**src/rtl/split_st_pwm_pkg.sv**
```systemverilog
package split_st_pwm_pkg;
  localparam int NPH   = 3;
  localparam int IDX_W = 2;

  // Gate set of one leg: s1 outer-up, s2 outer-down, s3 mid-up, s4 mid-down
  typedef struct packed {
    logic s1;
    logic s2;
    logic s3;
    logic s4;
  } leg_gate_t;

  localparam leg_gate_t LEG_ZERO = '{s1: 1'b0, s2: 1'b0, s3: 1'b1, s4: 1'b1};
endpackage

```
**src/rtl/split_st_pwm_carrier.sv**
```systemverilog
module split_st_pwm_carrier #(
  parameter int CMAX = 100,
  localparam int CNT_W = $clog2(CMAX + 1)
) (
  input  logic             clk,
  input  logic             rst,
  output logic [CNT_W-1:0] cnt_o,
  output logic             valley_o
);
  logic rising_q;

  always_ff @(posedge clk) begin
    if (rst) begin
      cnt_o    <= '0;
      rising_q <= 1'b1;
    end else if (rising_q) begin
      cnt_o <= cnt_o + 1'b1;
      if (cnt_o == CNT_W'(CMAX - 1)) rising_q <= 1'b0;
    end else begin
      cnt_o <= cnt_o - 1'b1;
      if (cnt_o == CNT_W'(1)) rising_q <= 1'b1;
    end
  end

  assign valley_o = (cnt_o == '0);

  AST_CARRIER_RANGE: assert property (@(posedge clk) disable iff (rst)
    cnt_o <= CNT_W'(CMAX));
  AST_CARRIER_PEAK: assert property (@(posedge clk) disable iff (rst)
    (cnt_o == CNT_W'(CMAX)) |=> (cnt_o == CNT_W'(CMAX - 1)));
  AST_CARRIER_VALLEY: assert property (@(posedge clk) disable iff (rst)
    valley_o |=> (cnt_o == CNT_W'(1)));
endmodule

```
**src/rtl/split_st_pwm_refcond.sv**
```systemverilog
module split_st_pwm_refcond
  import split_st_pwm_pkg::*;
#(
  parameter int REF_W  = 10,
  parameter int M_FRAC = 8,
  parameter int CMAX   = 100,
  localparam int CNT_W = $clog2(CMAX + 1),
  localparam int IW    = REF_W + M_FRAC + 3
) (
  input  logic                    clk,
  input  logic                    rst,
  input  logic                    valley,
  input  logic signed [REF_W-1:0] ref_in [NPH],
  input  logic        [M_FRAC:0]  m_gain,
  input  logic        [CNT_W-1:0] boost_w,
  output logic signed [IW-1:0]    rn_q   [NPH],
  output logic signed [IW-1:0]    rh_q   [NPH],
  output logic signed [IW-1:0]    rl_q   [NPH],
  output logic        [CNT_W-1:0] d0_q
);
  localparam logic signed [IW-1:0] CMAX_S = IW'(CMAX);

  function automatic logic signed [IW-1:0] clampv(input logic signed [IW-1:0] x);
    if (x > CMAX_S)  return CMAX_S;
    if (x < -CMAX_S) return -CMAX_S;
    return x;
  endfunction

  function automatic logic signed [IW-1:0] scale(input logic signed [REF_W-1:0] r,
                                                input logic [M_FRAC:0] g);
    logic signed [IW-1:0] er, eg;
    er = {{(IW-REF_W){r[REF_W-1]}}, r};
    eg = {{(IW-M_FRAC-1){1'b0}}, g};
    return (er * eg) >>> M_FRAC;
  endfunction

  logic signed [IW-1:0] scl [NPH];
  logic signed [IW-1:0] vo  [NPH];
  logic signed [IW-1:0] rh  [NPH];
  logic signed [IW-1:0] rl  [NPH];
  logic signed [IW-1:0] half, d0s;
  logic [IDX_W-1:0]     imx, imn;
  logic [CNT_W-1:0]     d0e;

  always_comb begin
    for (int i = 0; i < NPH; i++) scl[i] = scale(ref_in[i], m_gain);
  end

  always_comb begin
    imx = '0;
    imn = '0;
    for (int i = 1; i < NPH; i++) begin
      if (scl[i] > scl[imx]) imx = IDX_W'(i);
      if (scl[i] < scl[imn]) imn = IDX_W'(i);
    end
    half = (scl[imx] + scl[imn]) >>> 1;
    d0e  = (boost_w > CNT_W'(CMAX)) ? CNT_W'(CMAX) : boost_w;
    d0s  = IW'(d0e);
    for (int i = 0; i < NPH; i++) begin
      vo[i] = clampv(scl[i] - half);
      rh[i] = (IDX_W'(i) == imx) ? clampv(vo[i] + d0s) : vo[i];
      rl[i] = (IDX_W'(i) == imn) ? clampv(vo[i] - d0s) : vo[i];
    end
  end

  always_ff @(posedge clk) begin
    if (rst) begin
      for (int i = 0; i < NPH; i++) begin
        rn_q[i] <= '0;
        rh_q[i] <= '0;
        rl_q[i] <= '0;
      end
      d0_q <= '0;
    end else if (valley) begin
      for (int i = 0; i < NPH; i++) begin
        rn_q[i] <= vo[i];
        rh_q[i] <= rh[i];
        rl_q[i] <= rl[i];
      end
      d0_q <= d0e;
    end
  end

  AST_HOLD_OFF_VALLEY: assert property (@(posedge clk) disable iff (rst)
    !valley |=> ($stable(rn_q[0]) && $stable(rn_q[1]) && $stable(rn_q[2]) && $stable(d0_q)));
  AST_REF_IN_RANGE: assert property (@(posedge clk) disable iff (rst)
    (rh_q[0] <= CMAX_S) && (rl_q[0] >= -CMAX_S) && (rn_q[0] <= CMAX_S));
endmodule

```
**src/rtl/split_st_pwm_leg.sv**
```systemverilog
module split_st_pwm_leg
  import split_st_pwm_pkg::*;
#(
  parameter int CMAX = 100,
  parameter int IW   = 21
) (
  input  logic                 clk,
  input  logic                 rst,
  input  logic signed [IW-1:0] c_up,
  input  logic signed [IW-1:0] ref_nom,
  input  logic signed [IW-1:0] ref_hi,
  input  logic signed [IW-1:0] ref_lo,
  input  logic                 lst_block,
  output logic                 ust_req,
  output logic                 lst_req,
  output leg_gate_t            gates_q
);
  localparam logic signed [IW-1:0] CMAX_S = IW'(CMAX);

  logic signed [IW-1:0] c_dn;
  leg_gate_t nxt;

  always_comb begin
    c_dn   = c_up - CMAX_S;
    nxt.s1 = ref_hi > c_up;
    nxt.s3 = c_up >= ref_nom;
    nxt.s4 = ref_nom > c_dn;
    nxt.s2 = lst_block ? (c_dn >= ref_nom) : (c_dn >= ref_lo);
    ust_req = nxt.s1 & nxt.s3;
    lst_req = nxt.s2 & nxt.s4;
  end

  always_ff @(posedge clk) begin
    if (rst) gates_q <= LEG_ZERO;
    else     gates_q <= nxt;
  end
endmodule

```
**src/rtl/split_st_pwm.sv**
```systemverilog
module split_st_pwm
  import split_st_pwm_pkg::*;
#(
  parameter int REF_W  = 10,
  parameter int M_FRAC = 8,
  parameter int CMAX   = 100,
  localparam int CNT_W = $clog2(CMAX + 1),
  localparam int IW    = REF_W + M_FRAC + 3
) (
  input  logic                    clk,
  input  logic                    rst,
  input  logic signed [REF_W-1:0] ref_a,
  input  logic signed [REF_W-1:0] ref_b,
  input  logic signed [REF_W-1:0] ref_c,
  input  logic        [M_FRAC:0]  m_gain,
  input  logic        [CNT_W-1:0] boost_w,
  output logic        [NPH-1:0]   up_outer,
  output logic        [NPH-1:0]   up_mid,
  output logic        [NPH-1:0]   dn_mid,
  output logic        [NPH-1:0]   dn_outer,
  output logic                    st_flag
);
  logic [CNT_W-1:0]        cnt;
  logic                    valley;
  logic signed [REF_W-1:0] refs [NPH];
  logic signed [IW-1:0]    rn [NPH];
  logic signed [IW-1:0]    rh [NPH];
  logic signed [IW-1:0]    rl [NPH];
  logic [CNT_W-1:0]        d0_q;
  logic signed [IW-1:0]    c_up;
  logic [NPH-1:0]          ust_req, lst_req;
  logic                    lst_block;
  leg_gate_t               gq [NPH];
  logic [NPH-1:0]          st_vec;

  assign refs[0] = ref_a;
  assign refs[1] = ref_b;
  assign refs[2] = ref_c;

  split_st_pwm_carrier #(.CMAX(CMAX)) u_carrier (
    .clk(clk), .rst(rst), .cnt_o(cnt), .valley_o(valley)
  );

  split_st_pwm_refcond #(.REF_W(REF_W), .M_FRAC(M_FRAC), .CMAX(CMAX)) u_refcond (
    .clk(clk), .rst(rst), .valley(valley), .ref_in(refs), .m_gain(m_gain),
    .boost_w(boost_w), .rn_q(rn), .rh_q(rh), .rl_q(rl), .d0_q(d0_q)
  );

  assign c_up      = IW'(cnt);
  assign lst_block = |ust_req;

  for (genvar i = 0; i < NPH; i++) begin : g_leg
    split_st_pwm_leg #(.CMAX(CMAX), .IW(IW)) u_leg (
      .clk(clk), .rst(rst), .c_up(c_up), .ref_nom(rn[i]), .ref_hi(rh[i]),
      .ref_lo(rl[i]), .lst_block(lst_block), .ust_req(ust_req[i]),
      .lst_req(lst_req[i]), .gates_q(gq[i])
    );
    assign up_outer[i] = gq[i].s1;
    assign dn_outer[i] = gq[i].s2;
    assign up_mid[i]   = gq[i].s3;
    assign dn_mid[i]   = gq[i].s4;
  end

  always_ff @(posedge clk) begin
    if (rst) st_flag <= 1'b0;
    else     st_flag <= (|ust_req) | (|lst_req);
  end

  assign st_vec = (up_outer & up_mid) | (dn_outer & dn_mid);

  AST_NO_FULL_SHORT: assert property (@(posedge clk) disable iff (rst)
    (up_outer & dn_outer) == '0);
  AST_ONE_SHORT_LEG: assert property (@(posedge clk) disable iff (rst)
    $countones(st_vec) <= 1);
  AST_UPPER_NO_P: assert property (@(posedge clk) disable iff (rst)
    (|(up_outer & up_mid)) |-> ((up_outer & ~up_mid) == '0));
  AST_LOWER_NO_N: assert property (@(posedge clk) disable iff (rst)
    (|(dn_outer & dn_mid)) |-> ((dn_outer & ~dn_mid) == '0));
  AST_FLAG_MATCH: assert property (@(posedge clk) disable iff (rst)
    st_flag == (|st_vec));
  AST_ZERO_WIDTH_COMPL: assert property (@(posedge clk) disable iff (rst)
    (d0_q == '0) |=> ((up_mid == ~up_outer) && (dn_outer == ~dn_mid)));
endmodule

```
**config.mk**
```make
export PLATFORM = sky130hd
export DESIGN_NAME = split_st_pwm
export DESIGN_NICKNAME = d
export VERILOG_FILES = /design/src/rtl/split_st_pwm_pkg.sv /design/src/rtl/split_st_pwm_carrier.sv /design/src/rtl/split_st_pwm_refcond.sv /design/src/rtl/split_st_pwm_leg.sv /design/src/rtl/split_st_pwm.sv
export SDC_FILE = /design/constraint.sdc
export NUM_CORES = 1
export LEC_CHECK = 0
export BUFFER_PORTS_ARGS = -buffer_cell sky130_fd_sc_hd__buf_2
export CORE_MARGIN = 2
export CORE_UTILIZATION = 35
export CTS_CLUSTER_SIZE = 25
export DETAILED_ROUTE_END_ITERATION = 8
export PLACE_DENSITY_LB_ADDON = 0.1
export SLEW_MARGIN = 25
export SYNTH_ARGS = -nofsm -noshare
export SYNTH_HDL_FRONTEND = slang
export SYNTH_HIERARCHICAL = 1
export SYNTH_SLANG_ARGS = --single-unit
```
**constraint.sdc**
```tcl
create_clock -name clk -period 29.3 [get_ports clk]
set_clock_uncertainty 0.15 [all_clocks]
set_input_delay 1.465 -clock clk [delete_from_list [all_inputs] [get_ports clk]]
set_output_delay 1.465 -clock clk [all_outputs]
set_load 0.05 [all_outputs]
```
==> flow_summary.ini <==
[setup_path]
reg2reg_slack_ns = 24.29
cp_max_fo = 30
crit_required_ns = 29.62
path_class = in2reg
timing.rr.end = st_flag
reg2regPathDepth = 14
slowest_delay_ns = 0.62
crit_buf_inv = 10
cp-end-kind = register
cp.arrival_ns = 20.87
crit_slowest_cell = nor4_1
cpLargestDelayFamily = compound AO/OA/AOI/OAI gates
worstSetupStartpointType = input port
r2r_start = u_carrier/cnt_o[6]

[cts]
cts_tree = yes
hold_buffers = 0
clock_path_buffers = 3
cts_sinks = 210
post_cts_buffers = 0
cts-resized-gates = 0
root_buffer = clkbuf_16
clk_pin_slew_ns = 0.06
cts_buffers = 28
clock_latency_ns = 0.58
htreeDepth = 1

[hold_path]
holdPathStages = 1
holdCritPathClass = reg2reg
hold_start = u_refcond/rn_q[52]
whs_endpoint = u_refcond/rn_q[52]

[layout]
area_growth_pct = 9.72
n_antenna_cell = 0
final_cell_count_no_fill = 5517
nets = 5040
drive_gt1_share_pct = 6.01

[placed_design]
gp_congestion = 0.913
pre_cts_slack_ns = 8.39
hpwl_um = 82100
dp_cells = 5465
place.port_buffers = 60

[synth]
ys_warn_count = 6
avgSynthCellArea_sq_um = 8.10
synthCells = 4083
synth_area_sq_mm = 0.0331

[die]
die-area_sq_mm = 0.0969
num_rows = 112
die_y_um = 311
coreArea_sq_mm = 0.0935
die_w_um = 311
initial_core_util_pct = 35.4
io_pins = 61

[timing]
rsz0062_at_grt = false
timing.slew.headroom_pct = 32.7
fmax_mhz = 48.7
worst_slack_ns = 8.75
timing.final.max_slew_violations = 0
worst_slew_pin_slew_ns = 1.01
hold_viol = 0
fin_crit_sh_pct = 70.1
min_period_ns = 20.55
setup-violations-final = 0
fin_setup_tns_ns = 0

[routing]
avgViaCountPerCell = 5.13
vias = 28300
drc = 0
ant_nets = 0
dr.pass1.iters = 6
drt-total-wl_um = 98800
avgRoutedWirePerCell_um = 17.9
drtIter0Drc = 1444

[grt]
grt_pass1_vias = 28900
grt_pass1_wl_um = 160000
grt_overflow = 0
grt_max_degree = 86
grt_usage_pct = 20.5
antenna_found_initial = 0

[run_status]
outcome = finished clean

[job]
drv_cap = 0
## metal layers
layer,vias to the layer above,track usage [%],wire [um]
met3,120,1.32,3490
met2,543,34.2,44800
met4,0,4.41,2180
met1,13400,28.9,48400
met5,-,0,0
li1,14200,-,-
## layout make-up
type                       count  area, sq um
inverter                     625         2350
clock buffer                  39          813
clock inverter                13          150
multi-input combinational   3287        26600
timing repair buffer          89          533
fill                        9842        57200
tap                         1254         1570
sequential                   210         4200
## registers in the layout (all words and copies together), names as in the netlist
signal and flops:
u_refcond/rh_q 63, u_refcond/rl_q 63, u_refcond/rn_q 63, g_leg.u_leg/gates_q 12
u_carrier/cnt_o 7, st_flag 1, u_carrier/rising_q 1
## stage by stage
step	instance area, sq um	util (%)	hold slack [ns]
after floorplan	33700	-	0.275
after global placement	35300	37.7	0.285
after detailed placement	35300	37.8	0.290
after CTS	36300	38.8	0.303
after global routing	36300	38.8	0.315
final	36300	38.8	0.299
## worst max-delay path by stage
| stage | startpoint | slack (ns) | end | cells past startpoint |
|---|---|---|---|---|
| 5_1_grt | m_gain[1] | 7.29 | u_refcond/rl_q[32] | 73 |
| 2_1_floorplan | m_gain[1] | 11.18 | u_refcond/rh_q[1] | 79 |
| 3_3_place_gp | m_gain[1] | 8.07 | u_refcond/rh_q[9] | 70 |
| 3_5_place_dp | m_gain[1] | 8.39 | u_refcond/rl_q[30] | 72 |
| 4_1_cts | m_gain[1] | 8.95 | u_refcond/rh_q[15] | 75 |
| 6_report | m_gain[1] | 8.75 | u_refcond/rl_q[38] | 75 |
## cells in the final DEF, fill, tap and decap left out, types with 11 or more instances in the layout
cell type / n
a211oi_1: 48
a21boi_0: 12
a21o_1: 102
a21oi_1: 247
a31o_2: 11
a31oi_1: 31
and2_1: 170
and3_1: 20
and4_1: 13
buf_2: 59
buf_4: 29
clkbuf_16: 29
conb_1: 174
dfxtp_1: 210
fa_1: 247
ha_1: 504
inv_1: 618
mux2i_1: 33
nand2_1: 321
nand2b_1: 32
nand3_1: 94
nand4_1: 65
nor2_1: 245
nor2b_1: 43
nor3_1: 72
nor4_1: 21
o211ai_1: 27
o21a_1: 64
o21ai_0: 145
o21ai_1: 24
o21bai_1: 28
o31ai_1: 18
or2_2: 12
or3_1: 14
xnor2_1: 139
xor2_1: 38
Power is not shown: default switching activity piles up to over one toggle a cycle in this logic, so the estimate is an artifact.
